### src/rtl/srb_pkg.sv
package srb_pkg;
  localparam int unsigned BYTE_W = 8;
  localparam int unsigned SEL_W  = 3;
  localparam logic [SEL_W-1:0] SEL_MEM = 3'd6;

  localparam int unsigned F_S  = 7;
  localparam int unsigned F_Z  = 6;
  localparam int unsigned F_H  = 4;
  localparam int unsigned F_PV = 2;
  localparam int unsigned F_N  = 1;
  localparam int unsigned F_C  = 0;

  typedef enum logic [2:0] {
    SH_RLC = 3'd0,
    SH_RRC = 3'd1,
    SH_RL  = 3'd2,
    SH_RR  = 3'd3,
    SH_SLA = 3'd4,
    SH_SRA = 3'd5,
    SH_SLL = 3'd6,
    SH_SRL = 3'd7
  } shift_op_e;
endpackage

### src/rtl/srb_shift_unit.sv
module srb_shift_unit
  import srb_pkg::*;
(
  input  logic [BYTE_W-1:0] a_i,
  input  shift_op_e         op_i,
  input  logic              cin_i,
  output logic [BYTE_W-1:0] res_o,
  output logic              cout_o
);
  localparam int unsigned MSB = BYTE_W - 1;

  always_comb begin
    // left-moving ops lose the MSB, right-moving ops lose the LSB
    cout_o = op_i[0] ? a_i[0] : a_i[MSB];
    unique case (op_i)
      SH_RLC:  res_o = {a_i[MSB-1:0], a_i[MSB]};
      SH_RRC:  res_o = {a_i[0], a_i[MSB:1]};
      SH_RL:   res_o = {a_i[MSB-1:0], cin_i};
      SH_RR:   res_o = {cin_i, a_i[MSB:1]};
      SH_SLA:  res_o = {a_i[MSB-1:0], 1'b0};
      SH_SRA:  res_o = {a_i[MSB], a_i[MSB:1]};
      SH_SLL:  res_o = {a_i[MSB-1:0], 1'b1};
      default: res_o = {1'b0, a_i[MSB:1]};
    endcase
  end
endmodule

### src/rtl/srb_bit_test.sv
module srb_bit_test
  import srb_pkg::*;
(
  input  logic [BYTE_W-1:0] a_i,
  input  logic [SEL_W-1:0]  idx_i,
  output logic              zero_o,
  output logic              sign_o
);
  logic [BYTE_W-1:0] hit;

  for (genvar g = 0; g < BYTE_W; g++) begin : g_sel
    assign hit[g] = (idx_i == SEL_W'(g)) & a_i[g];
  end

  assign zero_o = ~|hit;
  assign sign_o = hit[BYTE_W-1];
endmodule

### src/rtl/srb_refresh.sv
module srb_refresh
  import srb_pkg::*;
(
  input  logic              clk_i,
  input  logic              rst_ni,
  input  logic              bump_i,
  input  logic              wr_i,
  input  logic [BYTE_W-1:0] wdata_i,
  output logic [BYTE_W-1:0] r_o
);
  localparam int unsigned CNT_W = BYTE_W - 1;

  always_ff @(posedge clk_i or negedge rst_ni) begin
    if (!rst_ni)     r_o <= '0;
    else if (wr_i)   r_o <= wdata_i;
    else if (bump_i) r_o <= {r_o[BYTE_W-1], r_o[CNT_W-1:0] + CNT_W'(1)};
  end
endmodule

### src/rtl/srb_unit.sv
module srb_unit
  import srb_pkg::*;
#(
  parameter int unsigned T_REG     = 8,
  parameter int unsigned T_MEM_ROT = 15,
  parameter int unsigned T_MEM_BIT = 12,
  localparam int unsigned T_MAX = (T_MEM_ROT > T_MEM_BIT)
                                  ? ((T_MEM_ROT > T_REG) ? T_MEM_ROT : T_REG)
                                  : ((T_MEM_BIT > T_REG) ? T_MEM_BIT : T_REG),
  localparam int unsigned TS_W  = $clog2(T_MAX + 1)
) (
  input  logic              clk_i,
  input  logic              rst_ni,
  input  logic              valid_i,
  input  logic [7:0]        opcode_i,
  input  logic [7:0]        operand_i,
  input  logic              carry_i,
  input  logic              r_wr_i,
  input  logic [7:0]        r_wdata_i,
  output logic              valid_o,
  output logic [7:0]        result_o,
  output logic [2:0]        wb_sel_o,
  output logic              wb_mem_o,
  output logic              wb_en_o,
  output logic [7:0]        flags_o,
  output logic [TS_W-1:0]   tstates_o,
  output logic [7:0]        r_o
);
  logic              in_range, is_bit, is_mem;
  logic [SEL_W-1:0]  sel, fld;
  logic [BYTE_W-1:0] sh_res;
  logic              sh_cout, bt_zero, bt_sign;
  logic [BYTE_W-1:0] nx_res, nx_flags;
  logic [TS_W-1:0]   nx_ts;

  assign in_range = ~opcode_i[7];
  assign is_bit   = opcode_i[6];
  assign fld      = opcode_i[5:3];
  assign sel      = opcode_i[2:0];
  assign is_mem   = (sel == SEL_MEM);

  srb_shift_unit u_shift (
    .a_i   (operand_i),
    .op_i  (shift_op_e'(fld)),
    .cin_i (carry_i),
    .res_o (sh_res),
    .cout_o(sh_cout)
  );

  srb_bit_test u_bit (
    .a_i   (operand_i),
    .idx_i (fld),
    .zero_o(bt_zero),
    .sign_o(bt_sign)
  );

  srb_refresh u_refresh (
    .clk_i  (clk_i),
    .rst_ni (rst_ni),
    .bump_i (valid_i),
    .wr_i   (r_wr_i),
    .wdata_i(r_wdata_i),
    .r_o    (r_o)
  );

  always_comb begin
    nx_flags = '0;
    if (is_bit) begin
      nx_res         = operand_i;
      nx_flags[F_S]  = bt_sign;
      nx_flags[F_Z]  = bt_zero;
      nx_flags[F_H]  = 1'b1;
      nx_flags[F_PV] = bt_zero;
      nx_flags[F_C]  = carry_i;
      nx_ts          = is_mem ? TS_W'(T_MEM_BIT) : TS_W'(T_REG);
    end else begin
      nx_res         = sh_res;
      nx_flags[F_S]  = sh_res[BYTE_W-1];
      nx_flags[F_Z]  = ~|sh_res;
      nx_flags[F_PV] = ~^sh_res;
      nx_flags[F_C]  = sh_cout;
      nx_ts          = is_mem ? TS_W'(T_MEM_ROT) : TS_W'(T_REG);
    end
  end

  always_ff @(posedge clk_i or negedge rst_ni) begin
    if (!rst_ni) begin
      valid_o   <= 1'b0;
      result_o  <= '0;
      wb_sel_o  <= '0;
      wb_mem_o  <= 1'b0;
      wb_en_o   <= 1'b0;
      flags_o   <= '0;
      tstates_o <= '0;
    end else begin
      valid_o <= valid_i & in_range;
      if (valid_i & in_range) begin
        result_o  <= nx_res;
        wb_sel_o  <= sel;
        wb_mem_o  <= is_mem;
        wb_en_o   <= ~is_bit;
        flags_o   <= nx_flags;
        tstates_o <= nx_ts;
      end
    end
  end
endmodule

### config.mk
export PLATFORM = sky130hd
export DESIGN_NAME = srb_unit
export DESIGN_NICKNAME = d
export VERILOG_FILES = /design/src/rtl/srb_pkg.sv /design/src/rtl/srb_shift_unit.sv /design/src/rtl/srb_bit_test.sv /design/src/rtl/srb_refresh.sv /design/src/rtl/srb_unit.sv
export SDC_FILE = /design/constraint.sdc
export NUM_CORES = 1
export LEC_CHECK = 0
export BUFFER_PORTS_ARGS = -buffer_cell sky130_fd_sc_hd__buf_2
export CAP_MARGIN = 30
export CORE_ASPECT_RATIO = 0.75
export CORE_MARGIN = 8
export CORE_UTILIZATION = 45
export DETAILED_ROUTE_END_ITERATION = 8
export HOLD_SLACK_MARGIN = 0.05
export PLACE_DENSITY = 0.75
export SLEW_MARGIN = 20
export SYNTH_ARGS = -nofsm -noshare
export SYNTH_HDL_FRONTEND = slang
export SYNTH_SLANG_ARGS = --single-unit
### constraint.sdc
create_clock -name clk_i -period 1.4 [get_ports clk_i]
set_input_delay 0.42 -clock clk_i [delete_from_list [all_inputs] [get_ports clk_i]]
set_output_delay 0.42 -clock clk_i [all_outputs]
set_load 0.01 [all_outputs]
==> flow_metrics.py, run 1 <==
metrics = {
    "flow_run": {
        "maxCapViolCount": 0,
    },
    "place": {
        "hpwl_microns": 3220,
        "gp_congestion": 0.874,
        "dp_slack_ps": -660,
        "numPortBuffers": 59,
    },
    "clocking": {
        "root_buffer": "clkbuf_8",
        "cts_max_level": 2,
        "clk_latency_ps": 280,
        "cts_buffers": 5,
        "cts_tree": "yes",
        "cts_buffer_depth": 2,
        "path_clk_slew_ps": 60,
        "clock_sinks": 29,
    },
    "power": {
        "p_leak_nw": 1.16,
        "vdd_drop_max_uv": 533,
        "p_per_area_nw_per_um2": 1060,
    },
    "outcome": {
        "failed_checks": "setup timing",
        "status": "finished, violations left",
    },
    "global_route": {
        "grt_max_degree": 30,
        "grt_pass1_wl_microns": 6800,
        "grt_overflow": 0,
        "grt_pass1_vias": 1446,
        "antenna_found_initial": 0,
        "grt_usage": 0.147,
    },
    "timing": {
        "setup_ws_ps": -284,
        "report.final.slew_viol_count": 0,
        "rsz0062_at_grt": "true",
        "final-hold-violation-count": 0,
        "period_minus_slack_ps": 1680,
        "setup_viol": 1,
        "clock_skew_ps": 5.09,
        "period_share": 1.20,
        "worst_hold_slack_ps": 133,
        "clock.fmax_mhz": 594,
    },
    "logic_synthesis": {
        "synthFlopType": "dfrtp_1",
        "async_flop_share": 1.00,
        "synth_edf_count": 0,
        "yosysTopAreaCell": "dfrtp_1",
        "synth_top_area_frac": 0.447,
        "syn-mean-instance-area_sq_um": 9.27,
        "seq_area_frac_synth": 0.447,
        "ys_top_cells_by_area": "dfrtp_1, nand2_1, mux2i_1",
        "syn-cell-area_sq_um": 1620,
        "ys_seq_elements": 29,
        "synth_cell_types": 38,
        "synth.yosys.warnings": 0,
        "synthCells": 175,
    },
    "route": {
        "vias_per_cell": 5.02,
        "firstDrtPassIters": 5,
        "drc": 0,
        "drt_wl_total_microns": 4140,
        "ant_nets": 0,
        "drtIter0Drc": 111,
        "post_drt_wl_per_cell_microns": 14.0,
        "num_vias": 1482,
    },
    "die": {
        "die_y_microns": 68.0,
        "fp.dieArea_sq_um": 5800,
        "io_pins": 63,
        "coreArea_sq_um": 3570,
        "die_x_microns": 85.3,
        "start_util": 0.455,
        "row_count": 19,
    },
    "worst_setup_path": {
        "slowest_delay_ps": 330,
        "crit_buf_inv": 1,
        "crit_path_end_kind": "flip-flop",
        "crit_family": "compound AO/OA/AOI/OAI gates",
        "cp-start-kind": "input pin",
        "path_cells": "buf_8 -> mux2i_1 -> o211ai_1 -> o21ai_1 -> ha_1 -> xnor2_2 -> xnor2_1 -> a221o_1",
        "critPathSlowestCell": "ha_1",
        "path_class": "in2reg",
        "crit_required_ps": 1560,
        "cp.depth": 8,
        "cp.arrival_ps": 1840,
        "critPathMaxFanout": 5,
        "worst_r2r_path_depth": 5,
    },
    "cells_and_area": {
        "utilization": 0.616,
        "diodes": 0,
        "syn2layout_area_growth_pct": 35.3,
        "drive_gt1_frac": 0.395,
        "nNetsFinal": 287,
    },
    "min_path": {
        "hold_path_class": "in2async",
    },
}
-- synthesized netlist by cell type, drive strengths merged (3+ instances only) --
cell type,instances
a21oi,11
and3,4
buf,11
clkbuf,5
dfrtp,29
ha,5
mux2,3
mux2i,10
nand2,34
nand2b,3
nand4,3
nor2,13
o21ai,16
xnor2,4
xor2,5
-- cell usage in the layout, fill, tap and decap left out, types with 2 or more instances in the layout --
cell	instances
clkbuf_8	6
conb_1	3
mux2_2	3
xor2_1	5
nor2_1	13
dfrtp_1	29
mux2i_1	10
buf_2	57
ha_1	4
o21ai_0	14
buf_4	26
xnor2_1	3
nand4_1	3
nand2b_1	2
o21ai_1	2
a21oi_1	11
nand2_1	34
and3_1	4
-- final cells by class --
class                   instances  area [sq um]
well taps                      42          52.6
clock buffers                   7          86.3
flip-flops and latches         29           726
multi-input cells             130           807
inverters                       2          8.76
repair buffers                 85           515
fillers                       320          1370
-- power breakdown --
part	internal [mW]	total, mW	switching, mW	leakage, nW
Sequential	0.943	1.02	0.0720	0.355
Clock	0.389	0.687	0.298	0.0443
Combinational	0.304	0.623	0.319	0.756
Total	1.64	2.32	0.689	1.16
-- path summary, 6_finish.rpt --
path	to	start	slack, ps
min	u_refresh.r_o[4]	rst_ni	130
min in group clk_i	u_refresh.r_o[4]	r_wdata_i[4]	340
max	flags_o[2]	opcode_i[4]	-280
min reg2reg	tstates_o[3]	tstates_o[3]	460
max reg2reg	u_refresh.r_o[6]	u_refresh.r_o[0]	140
max in group asynchronous	wb_sel_o[2]	rst_ni	990
-- through the flow --
| step | setup TNS [ps] | instance area [sq um] | cells | total power [mW] |
|---|---|---|---|---|
| 3_3_place_gp | -1490 | 2080 | 287 | 1.62 |
| 6_report | -284 | 2200 | 295 | 2.32 |
| 4_1_cts | -314 | 2200 | 295 | 2.34 |
| 2_1_floorplan | -662 | 1650 | 177 | 1.36 |
| 3_5_place_dp | -1640 | 2080 | 287 | 1.64 |
| 5_1_grt | -361 | 2200 | 295 | 2.46 |
-- sequential cells by signal, indices dropped and copies added (netlist names) --
name,cells
result_o,8
u_refresh.r_o,8
tstates_o,3
wb_sel_o,3
flags_o,5
valid_o,1
wb_en_o,1
-- what timing repair did --
item / CTS / global route
gates resized for setup: 6 / 0
pin swaps: 5 / 6
setup endpoints to repair: 2 / 2
buffers inserted: 1 / 0
gates cloned: 0 / 0
hold buffers: 0 / 0
-- metal layers --
layer | vias to the layer above | GRT usage | wire, microns
li1 | 750 | - | -
met1 | 683 | 0.195 | 1920
met2 | 44 | 0.216 | 1860
met3 | 5 | 0.0540 | 321
met4 | 0 | 0.0587 | 38
met5 | - | 0 | 0
-- logic make-up (layout without fill, tap and decap cells) --
| kind of cell | Yosys count | in the layout | share of synthesized area |
|---|---|---|---|
| compound gates | 39 | 39 | 0.147 |
| other cells | 1 | 3 | 0.00231 |
| simple gates | 61 | 61 | 0.167 |
| mux | 13 | 13 | 0.0825 |
| fa+ha+maj | 5 | 5 | 0.0386 |
| xor+xnor | 9 | 9 | 0.0486 |
| flops | 29 | 29 | 0.447 |
| buf+inv | 18 | 94 | 0.0663 |
No activity file was read; power rests on OpenSTA's default activity.
==> run 2: changes to the inputs <==
- GPL_TIMING_DRIVEN: default -> 0
==> run 2 against run 1 <==
The flow still finishes with violations (setup timing). Cell area is 0.23% higher. Sequential power hardly changed. Combinational power is 2% higher. First-iteration DRC count is 9.9% lower. Critical path depth stayed put. Total power is 0.10% higher. Sequential share of layout area is 0.075 points lower. Critical path type unchanged. Critical endpoint unchanged. Largest cell class unchanged. Largest power group unchanged. Highest routed layer unchanged.
==> flow_metrics.py, run 2 (same netlist as run 1, synthesis figures left out) <==
metrics = {
    "outcome": {
        "status": "finished, violations left",
        "failed_checks": "setup timing",
    },
    "timing": {
        "report.final.slew_viol_count": 0,
        "setup_ws_ps": -278,
        "period_minus_slack_ps": 1680,
        "clock.fmax_mhz": 596,
        "setup_viol": 1,
        "relSlewSlack": 0.575,
        "worst_slew_pin_slew_ps": 637,
        "rsz0062_at_grt": "true",
        "clock_skew_ps": 1.08,
        "period_share": 1.20,
        "final-hold-violation-count": 0,
    },
    "worst_setup_path": {
        "cp-start-kind": "input pin",
        "reg2reg_from": "u_refresh.r_o[0]",
        "crit_path_end_kind": "flip-flop",
        "path_class": "in2reg",
        "crit_required_ps": 1560,
        "worst_r2r_path_depth": 5,
        "critPathMaxFanout": 7,
        "cp.arrival_ps": 1840,
        "r2r-end": "u_refresh.r_o[4]",
        "r2r_slack_ps": 170,
    },
    "cells_and_area": {
        "syn2layout_area_growth_pct": 35.6,
        "drive_gt1_frac": 0.383,
        "diodes": 0,
        "nNetsFinal": 282,
        "reg.largest.list": "result_o (8), u_refresh.r_o (8), flags_o (5)",
        "mostFrequentLayoutCell": "buf_2",
        "num-fill-cells": 330,
        "layout_common_cells": "buf_2, nand2_1, dfrtp_1, buf_4, o21ai_0",
    },
    "place": {
        "numPortBuffers": 56,
        "dp_slack_ps": -607,
        "hpwl_microns": 3300,
        "gp_congestion": 0.913,
    },
    "global_route": {
        "antenna_found_initial": 0,
        "grt_max_degree": 30,
        "grt_usage": 0.154,
        "grt_overflow": 0,
        "grt_pass1_vias": 1428,
        "grt_pass1_wl_microns": 6980,
    },
    "route": {
        "vias_per_cell": 5.08,
        "ant_nets": 0,
        "drt_wl_total_microns": 4360,
        "num_vias": 1473,
        "drtIter0Drc": 100,
        "firstDrtPassIters": 4,
        "drc": 0,
        "post_drt_wl_per_cell_microns": 15.0,
    },
    "flow_run": {
        "maxCapViolCount": 0,
    },
    "clocking": {
        "cts-hold-fix-buffers": 0,
        "cts_buffer_depth": 2,
        "clk_latency_ps": 270,
        "root_buffer": "clkbuf_8",
        "clock_sinks": 29,
        "cts_max_level": 2,
        "path_clk_slew_ps": 60,
        "cts_tree": "yes",
        "cts_buffers": 5,
    },
    "power": {
        "p_per_area_nw_per_um2": 1060,
        "p_leak_nw": 1.13,
        "vdd_drop_max_uv": 624,
        "power_mw": 2.33,
    },
    "die": {
        "die_x_microns": 85.3,
        "coreArea_sq_um": 3570,
        "start_util": 0.455,
        "die_y_microns": 68.0,
        "row_count": 19,
        "fp.dieArea_sq_um": 5800,
        "io_pins": 63,
    },
    "min_path": {
        "hold_path_class": "in2async",
    },
}
run 2: changes by cell type in the layout (fill, tap and decap cells not counted), moves of 2 or more:
cell / before / now
buf_4: 26 / 15
clkbuf_1: 1 / 6
buf_2: 57 / 55
buf_6: 0 / 2
mux2i_1: 10 / 8
mux2i_2: 0 / 2
run 2: how the worst max path moves through the flow:
stage,startpoint,slack (ps),cells past startpoint,endpoint
floorplan,opcode_i[4],-480,7,flags_o[2]
global placement,opcode_i[4],-580,8,flags_o[2]
detailed placement,opcode_i[3],-610,7,flags_o[2]
CTS,opcode_i[4],-250,8,flags_o[2]
global route,opcode_i[4],-300,8,flags_o[2]
finish,opcode_i[4],-280,8,flags_o[2]
run 2: power breakdown:
part	internal (mW)	switching, mW
Clock	0.389	0.289
Combinational	0.304	0.332
Sequential	0.943	0.0707
Total	1.64	0.691
run 2: cell type report:
class	instances	area, sq um	share of cell area
timing repair buffer	64	345	0.157
clock buffer	7	86.3	0.0392
multi-input combinational	130	843	0.383
sequential	29	726	0.330
buffer	16	139	0.0631
tap	42	52.6	0.0239
inverter	2	8.76	0.00398
run 2: repair_timing:
item	in CTS	in global routing
endpoints found under the setup margin	2	3
pin swaps	7	5
setup buffers	4	4
gates resized for setup	14	4
run 2: stage by stage:
stage / cell area, sq um / TNS, ps / util / hold WS (ps) / cells
after detailed placement: 1980 / -1380 / 0.555 / 454 / 275
after global placement: 1980 / -1240 / 0.555 / 448 / 275
after global routing: 2200 / -335 / 0.617 / 213 / 290
after CTS: 2160 / -278 / 0.605 / 182 / 286
final: 2200 / -278 / 0.617 / 166 / 290
after floorplan: 1650 / -662 / - / 124 / 177
run 2: metal layers:
metal  vias up  wire length [microns]  global-route usage
met5         -                      0                   0
met4         0                     40              0.0565
met3         6                    308              0.0528
met2        50                   1920               0.228
met1       674                   2100               0.205
li1        743                      -                   -
run 2: worst max-delay path, stage by stage:
cell      delay, ps
buf_12          110
mux2i_1         110
o211ai_1        220
o21ai_1         110
ha_2            350
xnor2_2         120
xnor2_1         100
a221o_1         290
